## src/rtl/tonebank_pkg.sv

```systemverilog
package tonebank_pkg;
  // Notes per octave.
  localparam int unsigned SEMIS = 12;
endpackage

```

## src/rtl/tone_div.sv

```systemverilog
// One top-octave divider: inverts its output every HALF master cycles and
// flags the cycle in which its count wraps.
module tone_div #(
  parameter int unsigned CNT_W = 16,
  parameter int unsigned HALF  = 2
) (
  input  logic clk,
  input  logic rst_n,
  output logic q_o,
  output logic wrap_o
);
  localparam logic [CNT_W-1:0] LAST = CNT_W'(HALF - 1);

  logic [CNT_W-1:0] cnt_q, cnt_d;
  logic             tog_q, tog_d;
  logic             wrap;

  always_comb begin
    wrap  = (cnt_q == LAST);
    cnt_d = wrap ? '0 : cnt_q + 1'b1;
    tog_d = tog_q ^ wrap;
  end

  always_ff @(posedge clk or negedge rst_n) begin
    if (!rst_n) begin
      cnt_q <= '0;
      tog_q <= 1'b0;
    end else begin
      cnt_q <= cnt_d;
      tog_q <= tog_d;
    end
  end

  assign q_o    = tog_q;
  assign wrap_o = wrap;
endmodule

```

## src/rtl/oct_stage.sv

```systemverilog
// One halving stage: a flip-flop that inverts when its step enable is high.
module oct_stage (
  input  logic clk,
  input  logic rst_n,
  input  logic step_i,
  output logic q_o
);
  logic q_q, q_d;

  always_comb q_d = q_q ^ step_i;

  always_ff @(posedge clk or negedge rst_n) begin
    if (!rst_n) q_q <= 1'b0;
    else        q_q <= q_d;
  end

  assign q_o = q_q;
endmodule

```

## src/rtl/tonebank.sv

```systemverilog
module tonebank
  import tonebank_pkg::*;
#(
  parameter int unsigned CNT_W   = 16,
  parameter int unsigned NUM_OCT = 8,
  // Field k (k*CNT_W +: CNT_W) is the half period of semitone k, in master cycles.
  parameter logic [12*CNT_W-1:0] HALF_PER = {
    16'd127, 16'd134, 16'd142, 16'd150, 16'd159, 16'd169,
    16'd179, 16'd190, 16'd201, 16'd213, 16'd225, 16'd239}
) (
  input  logic                     clk,
  input  logic                     rst_n,
  output logic [NUM_OCT*SEMIS-1:0] tone_o
);
  localparam int unsigned NUM_OUT = NUM_OCT * SEMIS;

  logic [NUM_OUT-1:0] tone_w;

  for (genvar k = 0; k < SEMIS; k++) begin : g_semi
    logic [NUM_OCT-1:0] q_oct;
    logic [NUM_OCT-1:0] step;

    tone_div #(
      .CNT_W (CNT_W),
      .HALF  (int'(HALF_PER[k*CNT_W +: CNT_W]))
    ) u_div (
      .clk    (clk),
      .rst_n  (rst_n),
      .q_o    (q_oct[0]),
      .wrap_o (step[0])
    );

    // A lower octave steps when the octave above is about to fall.
    for (genvar o = 1; o < NUM_OCT; o++) begin : g_oct
      assign step[o] = step[o-1] & q_oct[o-1];

      oct_stage u_stage (
        .clk    (clk),
        .rst_n  (rst_n),
        .step_i (step[o]),
        .q_o    (q_oct[o])
      );
    end

    for (genvar o = 0; o < NUM_OCT; o++) begin : g_out
      assign tone_w[o*SEMIS + k] = q_oct[o];
    end
  end

  assign tone_o = tone_w;
endmodule

```

## config.mk

```make
export PLATFORM = sky130hd
export DESIGN_NAME = tonebank
export DESIGN_NICKNAME = d
export VERILOG_FILES = /design/src/rtl/tonebank_pkg.sv /design/src/rtl/tone_div.sv /design/src/rtl/oct_stage.sv /design/src/rtl/tonebank.sv
export SDC_FILE = /design/constraint.sdc
export NUM_CORES = 1
export LEC_CHECK = 0
export BUFFER_PORTS_ARGS = -buffer_cell sky130_fd_sc_hd__buf_2
export CAP_MARGIN = 40
export CORE_ASPECT_RATIO = 0.75
export CORE_UTILIZATION = 65
export CTS_CLUSTER_SIZE = 20
export DETAILED_ROUTE_END_ITERATION = 8
export PLACE_DENSITY = 0.85
export SLEW_MARGIN = 20
export SYNTH_ARGS = -nofsm -noshare
export SYNTH_HDL_FRONTEND = slang
export SYNTH_SLANG_ARGS = --single-unit
```

## constraint.sdc

```tcl
create_clock -name clk -period 7.35 [get_ports clk]
set_clock_uncertainty 0.15 [all_clocks]
set_input_delay 0.735 -clock clk [delete_from_list [all_inputs] [get_ports clk]]
set_output_delay 0.735 -clock clk [all_outputs]
set_load 0.005 [all_outputs]
```

Yosys cells after proc, flatten, opt, wreduce, memory -nomap -nowiden
Index checks and enable logic that the tools add are counted.

Eq/ne operators: 12. $add $sub $neg: 12. Multiplexer cells: 12. Bitwise logic cells: 180.

Operators by type and width (number): 16-bit by 1-bit adder with 16-bit output, second input constant (12); 16-bit two-way mux (12); 16-bit by 8-bit equality test with 1-bit output, second input constant (11); 1-bit XOR (96); 1-bit AND (84); 16-bit by 7-bit equality test with 1-bit output, second input constant (1).

Logic and storage cells: 324. Register bits after elaboration: 288.

Longest topological paths before layout
Gate-level depths: netlist of the first run.

Depth after elaboration: 9. Gate-level depth with buffers: 13. Depth with buffers taken out: 13.

By module
Synthesis of the first run repeated with hierarchy kept, for this count alone.

Cell total of the unflattened synthesis: 1203. Area total of the unflattened synthesis: 13598.0 um^2.

By module, submodules not included: oct_stage (seq. area each 25.0 um^2, cells each 2, times used 84, area each 33.8 um^2); tone_div at g_semi[11].u_div (seq. area each 425.4 um^2, cells each 83, times used 1, area each 883.3 um^2); tone_div at g_semi[4].u_div (seq. area each 425.4 um^2, cells each 76, times used 1, area each 864.6 um^2); tone_div at g_semi[2].u_div (seq. area each 425.4 um^2, cells each 77, times used 1, area each 857.1 um^2); tone_div at g_semi[10].u_div (seq. area each 425.4 um^2, cells each 73, times used 1, area each 850.8 um^2); tone_div at g_semi[3].u_div (seq. area each 425.4 um^2, cells each 76, times used 1, area each 843.3 um^2); tone_div at g_semi[6].u_div (seq. area each 425.4 um^2, cells each 75, times used 1, area each 830.8 um^2); tone_div at g_semi[9].u_div (seq. area each 425.4 um^2, cells each 74, times used 1, area each 819.5 um^2); tone_div at g_semi[1].u_div (seq. area each 425.4 um^2, cells each 72, times used 1, area each 813.3 um^2); tone_div at g_semi[0].u_div (seq. area each 425.4 um^2, cells each 75, times used 1, area each 804.5 um^2); tonebank (seq. area each 0.0 um^2, cells each 144, times used 1, area each 803.3 um^2); tone_div at g_semi[8].u_div (seq. area each 425.4 um^2, cells each 72, times used 1, area each 800.8 um^2); tone_div at g_semi[5].u_div (seq. area each 425.4 um^2, cells each 69, times used 1, area each 795.8 um^2); tone_div at g_semi[7].u_div (seq. area each 425.4 um^2, cells each 69, times used 1, area each 793.3 um^2).

Least setup slack after synthesis of the first run
No wires, ideal clock.

Kind: reg2reg. Start point: register g_semi[10].u_div.cnt_q[0]. End point: register g_semi[10].g_oct[7].u_stage.q_q. Arrival time: 2.412 ns. Setup slack: 4.665 ns. Setup time: 0.123 ns. Data required time: 7.077 ns. Stages on the path, launching flop included: 13. Buffers on the path: 1. Cell sequence: dfrtp_1 > ha_1 > nor3b_1 > and4_1 > clkbuf_1 > ha_1 > ha_1 > ha_1 > ha_1 > ha_1 > ha_1 > ha_1 > xor2_1.

Longest elaborated chain between the ends: 9.

Ends and longest elaborated chain: from (decl) (RTL line tone_div.sv:14) `logic [CNT_W-1:0] cnt_q, cnt_d;`; from (signal assigned) (RTL line tone_div.sv:29) `cnt_q <= cnt_d;`; 16-bit by 8-bit equality test with 1-bit output (RTL line tone_div.sv:19) `wrap = (cnt_q == LAST);`; 1-bit AND (7 in a row) (RTL line tonebank.sv:35) `assign step[o] = step[o-1] & q_oct[o-1];`; 1-bit XOR (RTL line oct_stage.sv:10) `always_comb q_d = q_q ^ step_i;`; named net g_semi[10].g_oct[7].u_stage.q_d (RTL line oct_stage.sv:8) `logic q_q, q_d;`; to (signal assigned) (RTL line oct_stage.sv:14) `else q_q <= q_d;`; to (decl) (RTL line oct_stage.sv:8).

The timed path passes the listed nets, and every way through them passes these cells.

Worst setup path in the final report of the first run
Start point: register g_semi[11].u_div.cnt_q[8]. End point: register g_semi[11].g_oct[7].u_stage.q_q.

Longest elaborated chain between the ends: 9.

Ends and longest elaborated chain (RTL line): from (decl) (tone_div.sv:14); from (signal assigned) (tone_div.sv:29); 16-bit by 7-bit equality test with 1-bit output (tone_div.sv:19); 1-bit AND (7 in a row) (tonebank.sv:35); 1-bit XOR (oct_stage.sv:10); named net g_semi[11].g_oct[7].u_stage.q_d (oct_stage.sv:8); to (signal assigned) (oct_stage.sv:14); to (decl) (oct_stage.sv:8).

The timed path passes the listed nets, and every way through them passes these cells.

==> results of run 1 <==
worst max-delay path, delay by kind of cell (launching register included):
kind	cells	cell delay, ns
xor+xnor	1	0.13
simple gates	3	1.08
fa+ha+maj	7	1.10
flops	1	0.42
stage by stage:
stage                     hold slack [ns]  instances  power, µW
after floorplan                     0.283       1128       1610
after CTS                           0.212       1417       3090
after global placement              0.297       1369       1650
final                               0.307       1419       3060
after detailed placement            0.300       1371       1650
after global routing                0.318       1419       3160
timing repair:
action | 4_1_cts | 5_1_grt
hold buffers | 0 | 1
resized for setup | 0 | 0
endpoints found under the hold margin | 0 | 33
endpoints found under the setup margin | 0 | 0
cells in the mapped netlist, types with 2 or more instances:
cell type	count
nor4b_4	2
nor4_1	18
nor3_1	27
dfrtp_1	288
nand4_1	49
or2_2	2
nor4_2	2
and2_1	7
nor4b_1	11
ha_1	108
xnor2_1	89
nand3_1	58
inv_1	26
nand2_1	67
or4_1	3
buf_4	99
nand4b_1	2
nor2_1	120
clkbuf_1	9
and4_1	22
nor2b_1	3
xor2_1	90
and3_1	14
flip-flops by register name, summed over array words and instances (netlist names):
name and flops:
g_semi.u_div.cnt_q 192, g_semi.u_div.q_o 12, g_semi.g_oct.u_stage.q_o 84
layout by cell type (no fill, tap or decap), types with 3 or more instances in the layout:
cell type | synthesis | layout
clkinv_2 | 0 | 5
and2_1 | 7 | 7
clkbuf_1 | 9 | 3
ha_1 | 108 | 108
inv_1 | 26 | 26
buf_2 | 1 | 96
nor4_1 | 18 | 18
dfrtp_1 | 288 | 288
or4_1 | 3 | 3
and4_1 | 22 | 22
nor4b_1 | 11 | 11
nor2_1 | 120 | 120
nand2_1 | 67 | 67
nor3_1 | 27 | 27
and3_1 | 14 | 14
nor2b_1 | 3 | 3
nand3_1 | 58 | 58
clkbuf_16 | 0 | 27
nand4_1 | 49 | 49
xnor2_1 | 89 | 89
xor2_1 | 90 | 90
clkbuf_8 | 0 | 7
bufinv_16 | 0 | 4
buf_16 | 0 | 3
logic make-up after synthesis:
| kind of cell | count (synthesis) | synth area share [%] |
|---|---|---|
| AO/OA/AOI/OAI | 2 | 0.0758 |
| XOR/XNOR | 179 | 11.9 |
| adder cells (fa/ha/maj) | 108 | 10.2 |
| buffers and inverters | 137 | 6.79 |
| flip-flops | 288 | 54.6 |
| AND/OR/NAND/NOR | 414 | 16.4 |
routing by layer:
metal	wire length, µm	global-route usage [%]
met5	0	0
met4	477	6.10
met3	675	2.91
met2	10100	34.3
met1	9880	30.0
cell type report:
type / instances / area, µm² / area share, %
Timing Repair Buffer: 103 / 603 / 4.23
Inverter: 26 / 97.6 / 0.685
Multi-Input combinational cell: 703 / 5090 / 35.7
Clock inverter: 9 / 145 / 1.02
Sequential cell: 288 / 7210 / 50.6
Clock buffer: 37 / 783 / 5.50
Tap cell: 253 / 317 / 2.22
power by group through the flow:
stage                     clock network, µW  logic, µW  registers (µW)
final                                  1440       36.3            1590
after global routing                   1540       43.3            1580
after CTS                              1470       36.5            1590
after detailed placement                  0       36.4            1610
after global placement                    0       32.3            1610
after floorplan                           0    0.00318            1610
worst paths after layout:
path                                                      startpoint  cells after the start  slack (ns)                                   endpoint
setup / recovery                 g_semi[11].u_div.cnt_q[8]$_DFF_PN0_                     11        4.39  g_semi[11].g_oct[7].u_stage.q_o$_DFF_PN0_
hold / removal             g_semi[11].g_oct[7].u_stage.q_o$_DFF_PN0_                      1        0.31  g_semi[11].g_oct[7].u_stage.q_o$_DFF_PN0_
setup reg to reg                 g_semi[11].u_div.cnt_q[8]$_DFF_PN0_                     11        4.39  g_semi[11].g_oct[7].u_stage.q_o$_DFF_PN0_
hold reg to reg            g_semi[11].g_oct[7].u_stage.q_o$_DFF_PN0_                      1        0.31  g_semi[11].g_oct[7].u_stage.q_o$_DFF_PN0_
max in group asynchronous                                      rst_n                      5        5.12         g_semi[3].u_div.cnt_q[5]$_DFF_PN0_
min in group asynchronous                                      rst_n                      2        0.51   g_semi[4].g_oct[7].u_stage.q_o$_DFF_PN0_
==> metrics.md, run 1 <==
| Metric | Value |
|---|---|
| Top cell type's share of synthesized area | `about 55%` |
| P_sw | `between 500 and 600 µW` |
| TritonCTS clock tree | `done` |
| Core Util, Final | `approximately 73%` |
| Synth Cell Area | `13200 µm²` |
| Largest cells by area after synthesis | `dfrtp_1 (55%), ha_1 (10%), xor2_1 (6.0%), xnor2_1 (5.9%), buf_4 (5.6%)` |
| Synth Warn # | `0` |
| Via density per instance | `between 5 and 6` |
| Placement Cell Area | `13300 µm²` |
| VDD IR-drop max | `roughly 150 µV` |
| First-pass GRT wire length | `between 30000 and 40000 µm` |
| Final non-filler cell area | `14200 µm²` |
| Die area | `between 20000 and 25000 µm²` |
| Nets@finish | `1259` |
| Min-Delay Path Class | `reg -> reg` |
| Final hold vios | `0` |
| Violated checks | `DRC` |
| Yosys reg bits | `roughly 290` |
| Fillcell total | `~1300` |
| Most used cell, CP | `ha_1` |
| Final worst slack | `approximately 4.4 ns` |
| Crit-path cells | `or4_1, nor3_1, and4_1, ha_1, ha_1, ha_1, ha_1, ha_1, ha_1, ha_1, xor2_1` |
| Routability cong. | `between 0.8 and 0.9` |
| RSZ-0062 raised after global routing | `false` |
| Dominant synthesized flop cell | `dfrtp_1` |
| Largest net degree at the start of global routing | `around 140` |
| # port buffers | `slightly below 100` |
| Core footprint | `a little under 20000 µm²` |
| Synth Instances | `between 1000 and 1500` |
| Die height | `between 100 and 150 µm` |
| Post-placement worst setup slack | `around 4.4 ns` |
| CP Launch Type | `flop` |
| Clk sinks | `approximately 290` |
| Syn Nets | `about 1200` |
| Std-Cell Rows | `44` |
| Delay of the slowest critical-path stage | `roughly 0.54 ns` |
| Routed wire length | `about 21000 µm` |
| Fin. max-slew vios | `0` |
| Iteration-0 DRC Markers | `between 300 and 400` |
| HPWL after DPL | `between 10000 and 15000 µm` |
| Max Freq | `~340 MHz` |
| Status | `complete, but fails checks` |
| H-tree depth | `1` |
| Seq/Total Area, Yosys | `around 55%` |
| Req. time, crit path | `around 7.7 ns` |
| Clk_lat worst skew | `0.53 ns` |
| Total gr overflow | `0` |
| Fin crit share | `slightly above 40%` |
| Clk root buf | `clkbuf_16` |
| Int Pwr | `between 2000 and 2500 µW` |
| Vias | `about 8000` |
| Max_slew headroom | `a little over 60%` |
| Residual DRC | `5` |
| Crit Path Category | `reg -> reg` |
| Sequential power share | `between 50% and 60%` |
| Initial Util | `between 60% and 70%` |
| Area growth syn-to-layout | `7.96%` |
| CP Max Fanout | `9` |
| Clock transition at path regs | `roughly 0.060 ns` |
| I/O Pins | `98` |
| Share of layout cells above drive strength 1 | `a little over an eighth` |
| Detail Route Antenna Nets | `0` |
| Worst Path Arrival | `3.26 ns` |
| Clk pwr share | `47.0%` |
| Yosys cell types | `35` |
| Num CTS Buffers | `27` |
| Power density of the placed cells | `215 nW/µm²` |
| Initial antenna violation count | `0` |
| Switching Share | `between 10% and 20%` |
| Combinational share of power | `approximately 1.2%` |
| Fin crit period | `between 2 and 3 ns` |
| Die X | `~170 µm` |
| Ant diodes | `0` |
| Setup crit end kind | `flop` |
| Fraction of registers with async set/reset | `100%` |
| Setup violators final | `0` |
| Yosys top cell by area | `dfrtp_1` |
| Max-cap viol count | `0` |
| Mapped Avg Cell Area | `11.7 µm²` |
| Global Route Usage Sum | `approximately a fifth` |
| DR WL/cell | `roughly 15 µm` |
| Drt first pass iters | `9` |
| LEAKAGE | `0.00753 µW` |
| Vias in the first global route | `roughly 7700` |
| Fin Setup TNS | `0 ns` |
| Worst-margin pin slew | `about 0.58 ns` |
| Postcts setup bufs | `0` |
| EDFF count, synth | `0` |
| CP max stage cell | `or4_1` |
| Max Buffers Root-to-Sink | `3` |
Power figures use the tool's default switching activity.
==> run 2, diff against run 1 <==
--- a/config.mk
+++ b/config.mk
@@ -8,10 +8,10 @@
 export BUFFER_PORTS_ARGS = -buffer_cell sky130_fd_sc_hd__buf_2
 export CAP_MARGIN = 40
 export CORE_ASPECT_RATIO = 0.75
-export CORE_UTILIZATION = 65
+export CORE_UTILIZATION = 54
 export CTS_CLUSTER_SIZE = 20
 export DETAILED_ROUTE_END_ITERATION = 8
-export PLACE_DENSITY = 0.85
+export PLACE_DENSITY = 0.76
 export SLEW_MARGIN = 20
 export SYNTH_ARGS = -nofsm -noshare
 export SYNTH_HDL_FRONTEND = slang
==> constraint.sdc (replaced) <==
create_clock -name clk -period 2.7 [get_ports clk]
set_clock_uncertainty 0.15 [all_clocks]
set_input_delay 0.27 -clock clk [delete_from_list [all_inputs] [get_ports clk]]
set_output_delay 0.27 -clock clk [all_outputs]
set_load 0.005 [all_outputs]
==> metrics.md, run 2 (synthesis results as in run 1) <==
| Metric | Value |
|---|---|
| Final hold vios | `0` |
| P_sw | `around 1700 µW` |
| Total gr overflow | `0` |
| Die area | `roughly 25000 µm²` |
| Post-placement worst setup slack | `-0.0227 ns` |
| Power density of the placed cells | `580 nW/µm²` |
| LEAKAGE | `just under 0.008 µW` |
| Combinational share of power | `approximately 1.2%` |
| Switching Share | `around a fifth` |
| Clk_lat worst skew | `0.54 ns` |
| Max Buffers Root-to-Sink | `3` |
| Largest net degree at the start of global routing | `90` |
| Detail Route Antenna Nets | `0` |
| Ant diodes | `0` |
| Routed wire length | `~22000 µm` |
| TritonCTS clock tree | `done` |
| Share of layout cells above drive strength 1 | `between 20% and 30%` |
| Depth of the most critical reg-to-reg path | `11` |
| Most frequent cells in the layout | `dfrtp_1 (288), nor2_1 (119), buf_2 (96), xor2_1 (90), xnor2_1 (89)` |
| Via density per instance | `~5.1` |
| Total power draw | `between 8000 and 9000 µW` |
| First-pass GRT wire length | `approximately 37000 µm` |
| Std-Cell Rows | `49` |
| DR WL/cell | `approximately 14 µm` |
| Max FFs per register | `between 150 and 200` |
| Status | `complete, but fails checks` |
| VDD IR-drop max | `568 µV` |
| Max_slew headroom | `between 50% and 60%` |
| # port buffers | `97` |
| Vias in the first global route | `approximately 7800` |
| Fillcell total | `approximately 1800` |
| Worst-margin pin slew | `0.726 ns` |
| Clk pwr share | `around half` |
| Reg2reg end | `g_semi[8].g_oct[7].u_stage.q_o$_DFF_PN0_` |
| Num CTS Buffers | `29` |
| Core Util, Final | `between 60 and 70%` |
| Fin crit share | `101%` |
| Setup crit end kind | `flop` |
| Area growth syn-to-layout | `16.6%` |
| Clock transition at path regs | `0.06 ns` |
| Die height | `~140 µm` |
| Iteration-0 DRC Markers | `489` |
| I/O Pins | `98` |
| Flop2flop setup slack | `-0.03 ns` |
| Routability cong. | `around 0.82` |
| Residual DRC | `0` |
| Fin. max-slew vios | `0` |
| Clk root buf | `clkbuf_16` |
| Violated checks | `setup timing` |
| Setup violators final | `1` |
| Min-Delay Path Class | `in -> async` |
| Initial antenna violation count | `0` |
| Die X | `around 180 µm` |
| Fin crit period | `~2.7 ns` |
| Most common cell after layout, fill and taps aside | `dfrtp_1` |
| Core footprint | `24000 µm²` |
| Worst Path Arrival | `approximately 3.0 ns` |
| Int Pwr | `7180 µW` |
| Clk sinks | `roughly 290` |
| RSZ-0062 raised after global routing | `true` |
| Drt first pass iters | `7` |
| Vias | `between 8000 and 9000` |
| Global Route Usage Sum | `18.0%` |
| Reg with most FFs | `g_semi.u_div.cnt_q` |
| Max Freq | `366 MHz` |
| Nets@finish | `between 1000 and 1500` |
| Reg2reg start | `g_semi[8].u_div.cnt_q[11]$_DFF_PN0_` |
| Hold Slack | `0.185 ns` |
| Final worst slack | `-0.0315 ns` |
| CP Launch Type | `flop` |
| Initial Util | `a little under three fifths` |
| HPWL after DPL | `about 15000 µm` |
| Max-cap viol count | `0` |
| H-tree depth | `1` |
| Sequential power share | `around 48%` |
| Req. time, crit path | `3.00 ns` |
| Crit Path Category | `reg -> reg` |
| CP Max Fanout | `2` |
run 2: changes by cell type in the layout (fill, tap and decap cells not counted), sizes merged:
| cell | delta |
|---|---|
| buf | +64 |
| bufinv | +4 |
| clkinvlp | +3 |
| clkinv | +1 |
| clkbuf | -1 |
run 2: final cells by class:
cell class	instances	area (µm²)	area share, %
sequential	288	7210	46.8
multi-input combinational	703	5500	35.7
timing repair buffer	167	1090	7.06
clock buffer	36	792	5.15
tap	331	414	2.69
clock inverter	17	293	1.90
inverter	26	97.6	0.634
run 2: worst max-delay path, cell delays in order (launching register included):
cell and delay [ns]:
dfrtp_1 0.37, or4_4 0.56, nor4_4 0.18, and4_1 0.26, ha_2 0.21, ha_4 0.14
ha_4 0.13, ha_4 0.13, ha_4 0.13, ha_4 0.14, ha_4 0.12, xor2_1 0.14
run 2: repair_timing:
item	CTS	global route
endpoints found under the hold margin	80	0
buffers inserted	2	4
pin swaps	6	22
hold buffers	1	0
setup endpoints to repair	6	17
gates resized for setup	17	60
run 2: worst max path at each step:
| stage | from | endpoint | slack, ns | cells past startpoint |
|---|---|---|---|---|
| floorplan | g_semi[10].u_div.cnt_q[0]$_DFF_PN0_ | g_semi[10].g_oct[7].u_stage.q_o$_DFF_PN0_ | 0.02 | 12 |
| global placement | g_semi[10].u_div.cnt_q[0]$_DFF_PN0_ | g_semi[10].g_oct[7].u_stage.q_o$_DFF_PN0_ | 0.06 | 11 |
| detailed placement | g_semi[3].u_div.cnt_q[10]$_DFF_PN0_ | g_semi[3].g_oct[7].u_stage.q_o$_DFF_PN0_ | -0.02 | 11 |
| CTS | g_semi[8].u_div.cnt_q[9]$_DFF_PN0_ | g_semi[8].g_oct[7].u_stage.q_o$_DFF_PN0_ | -0.02 | 11 |
| global route | g_semi[3].u_div.cnt_q[8]$_DFF_PN0_ | g_semi[3].g_oct[7].u_stage.q_o$_DFF_PN0_ | -0.12 | 11 |
| finish | g_semi[8].u_div.cnt_q[11]$_DFF_PN0_ | g_semi[8].g_oct[7].u_stage.q_o$_DFF_PN0_ | -0.03 | 11 |
run 2: routing by layer:
layer	up-vias	part of all wire (%)	GRT usage [%]
li1	3912	-	-
met1	3936	49	26.0
met2	142	45	28.3
met3	34	3.7	3.15
met4	0	2.0	4.90
met5	-	0	0
run 2: power by group through the flow:
stage	sequential [µW]	clock [µW]	combinational [µW]
after floorplan	4400	0	0.00318
after global placement	4390	0	111
after detailed placement	4390	0	112
after CTS	4310	4610	114
after global routing	4310	4810	127
final	4320	4500	106
run 2: through the flow:
| stage | setup TNS (ns) | std cells | area, µm² |
|---|---|---|---|
| 3_3_place_gp | 0 | 1508 | 13800 |
| 3_5_place_dp | -0.0295 | 1508 | 13800 |
| 6_report | -0.0315 | 1568 | 15400 |
| 4_1_cts | -0.0223 | 1564 | 15100 |
| 5_1_grt | -0.583 | 1568 | 15400 |
| 2_1_floorplan | 0 | 1128 | 13200 |
==> run 3, diff against run 2 <==
--- a/config.mk
+++ b/config.mk
@@ -12,6 +12,7 @@
 export CTS_CLUSTER_SIZE = 20
 export DETAILED_ROUTE_END_ITERATION = 8
 export PLACE_DENSITY = 0.76
+export SETUP_SLACK_MARGIN = 0.05
 export SLEW_MARGIN = 20
 export SYNTH_ARGS = -nofsm -noshare
 export SYNTH_HDL_FRONTEND = slang
==> metrics.md, run 3 (synthesis results as in run 1) <==
| Metric | Value |
|---|---|
| HPWL after DPL | `between 10000 and 15000 µm` |
| Max Buffers Root-to-Sink | `3` |
| Max Freq | `~370 MHz` |
| LEAKAGE | `around 0.0077 µW` |
| H-tree depth | `1` |
| Depth of the most critical reg-to-reg path | `11` |
| Crit-path cells | `or4_4, nor4_4, and4_1, ha_2, ha_4, ha_4, ha_4, ha_4, ha_4, ha_4, xor2_2` |
| Largest net degree at the start of global routing | `slightly above 80` |
| Switching Share | `roughly a fifth` |
| Reg with most FFs | `g_semi.u_div.cnt_q` |
| Sequential power share | `a little over half` |
| Global Route Usage Sum | `between 10% and 20%` |
| Clk sinks | `roughly 290` |
| Detail Route Antenna Nets | `0` |
| CP max stage cell | `or4_4` |
| Share of layout cells above drive strength 1 | `roughly a quarter` |
| TritonCTS clock tree | `done` |
| Std-Cell Rows | `49` |
| Crit Path Category | `reg -> reg` |
| P_sw | `1650 µW` |
| Core footprint | `approximately 24000 µm²` |
| Flop2flop setup slack | `0.01 ns` |
| Vias | `about 8000` |
| Final non-filler cell area | `about 15000 µm²` |
| Vias in the first global route | `~7700` |
| Routed wire length | `roughly 22000 µm` |
| I/O Pins | `between 90 and 100` |
| Die X | `around 180 µm` |
| Combinational share of power | `between 1 and 1.5%` |
| Residual DRC | `0` |
| Reg2reg end | `g_semi[8].g_oct[7].u_stage.q_o$_DFF_PN0_` |
| Setup crit end kind | `flop` |
| CP Launch Type | `flop` |
| Storage cell area | `roughly 7200 µm²` |
| Post-Layout Cell Count | `around 1600` |
| Placed Instances | `roughly 1500` |
| Iteration-0 DRC Markers | `376` |
| # port buffers | `97` |
| Area of the multi-input gates | `5700 µm²` |
| Max FFs per register | `~190` |
| Fin crit share | `between 90% and 100%` |
| CP Buf/Inv Count | `0` |
| Initial Util | `a little under three fifths` |
| Most common cell after layout, fill and taps aside | `dfrtp_1` |
| Clk root buf | `clkbuf_16` |
| Placement Cell Area | `around 14000 µm²` |
| CP endpoint | `g_semi[8].g_oct[7].u_stage.q_o$_DFF_PN0_` |
| Initial antenna violation count | `0` |
| Max-cap viol count | `0` |
| Worst-margin pin slew | `0.512 ns` |
| Most frequent cells in the layout | `dfrtp_1 (286), nor2_1 (119), buf_2 (96), xnor2_1 (89), xor2_1 (89)` |
| Clk pwr share | `about 47%` |
| DR WL/cell | `roughly 14 µm` |
| Core Util, Final | `between 60% and 70%` |
| Int Pwr | `about 6600 µW` |
| CP top delay family | `adder cells` |
| Max_slew headroom | `roughly 66%` |
| Routability cong. | `approximately 0.80` |
| Worst setup path startpoint | `g_semi[8].u_div.cnt_q[10]$_DFF_PN0_` |
| Die height | `about 140 µm` |
| VDD IR-drop max | `between 400 and 500 µV` |
| Req. time, crit path | `3.01 ns` |
| Nets@finish | `approximately 1300` |
| Delay of the slowest critical-path stage | `roughly 0.56 ns` |
| Drt first pass iters | `4` |
| Total gr overflow | `0` |
| Ant diodes | `0` |
| Fillcell total | `1796` |
| Fin crit period | `about 2.7 ns` |
| Clk_lat worst skew | `0.53 ns` |
| Reg2reg start | `g_semi[8].u_div.cnt_q[10]$_DFF_PN0_` |
| Final hold vios | `0` |
| Fin. max-slew vios | `0` |
| Via density per instance | `5.09` |
| Stages on worst setup path | `11` |
| Worst Path Arrival | `approximately 3.0 ns` |
| Area growth syn-to-layout | `16.9%` |
| RSZ-0062 raised after global routing | `true` |
| Clock transition at path regs | `about 0.060 ns` |
| Die area | `approximately 25000 µm²` |
| Most used cell, CP | `ha_4` |
| Min-Delay Path Class | `in -> async` |
| Num CTS Buffers | `28` |
| Power density of the placed cells | `535 nW/µm²` |
| CP Max Fanout | `2` |
| Status | `complete, no violations` |
| First-pass GRT wire length | `between 30000 and 40000 µm` |
| Setup violators final | `0` |
## run 3: metrics by stage
stage | TNS, ns | setup slack [ns] | hold slack, ns | total power (µW)
after floorplan | 0 | 0.0440 | -0.176 | 4400
final | 0 | 0.0108 | 0.122 | 8250
after global routing | -0.203 | -0.0784 | 0.163 | 8540
after CTS | -0.174 | -0.0728 | 0.129 | 8370
after detailed placement | -0.398 | -0.122 | 0.0987 | 4500
after global placement | -0.170 | -0.0862 | 0.0919 | 4500
## run 3: worst min path at each step
stage | end
after floorplan | g_semi[0].g_oct[1].u_stage.q_o$_DFF_PN0_
after detailed placement | g_semi[11].g_oct[6].u_stage.q_o$_DFF_PN0_
final | g_semi[11].g_oct[6].u_stage.q_o$_DFF_PN0_
after global placement | g_semi[11].g_oct[7].u_stage.q_o$_DFF_PN0_
after CTS | g_semi[11].g_oct[6].u_stage.q_o$_DFF_PN0_
after global routing | g_semi[11].g_oct[3].u_stage.q_o$_DFF_PN0_
## run 3: final cells by class
class	count	share of cell area, %
multi-input combinational	703	36.9
clock buffer	45	5.61
clock inverter	4	0.292
timing repair buffer	173	7.09
tap	331	2.69
inverter	26	0.633
sequential	288	46.7
## run 3: worst reg2reg max path: stages (launching register included)
cell and delay, ns:
dfrtp_1 0.38, or4_4 0.56, nor4_4 0.14, and4_1 0.26
ha_2 0.20, ha_4 0.13, ha_4 0.13, ha_4 0.13
ha_4 0.13, ha_4 0.14, ha_4 0.13, xor2_2 0.13
## run 3: routing by layer
metal,GRT usage (%),part of all wire [%],vias up
li1,-,-,3923
met1,26.6,50,3903
met2,26.5,44,139
met3,2.85,3.5,31
met4,3.83,1.7,0
met5,0,0,-
## run 3: power groups by stage
| stage | clock [µW] | sequential [µW] | combinational (µW) |
|---|---|---|---|
| finish | 3830 | 4320 | 95.9 |
| global route | 4110 | 4310 | 116 |
| CTS | 3950 | 4310 | 104 |
| detailed placement | 0 | 4390 | 102 |
| global placement | 0 | 4390 | 101 |
| floorplan | 0 | 4400 | 0.00319 |
## run 3: timing repair
item,CTS,global route
resized for setup,43,63
pin swaps,13,26
setup buffers,5,14
setup endpoints to repair,10,23
hold buffers,1,0
endpoints found under the hold margin,120,0
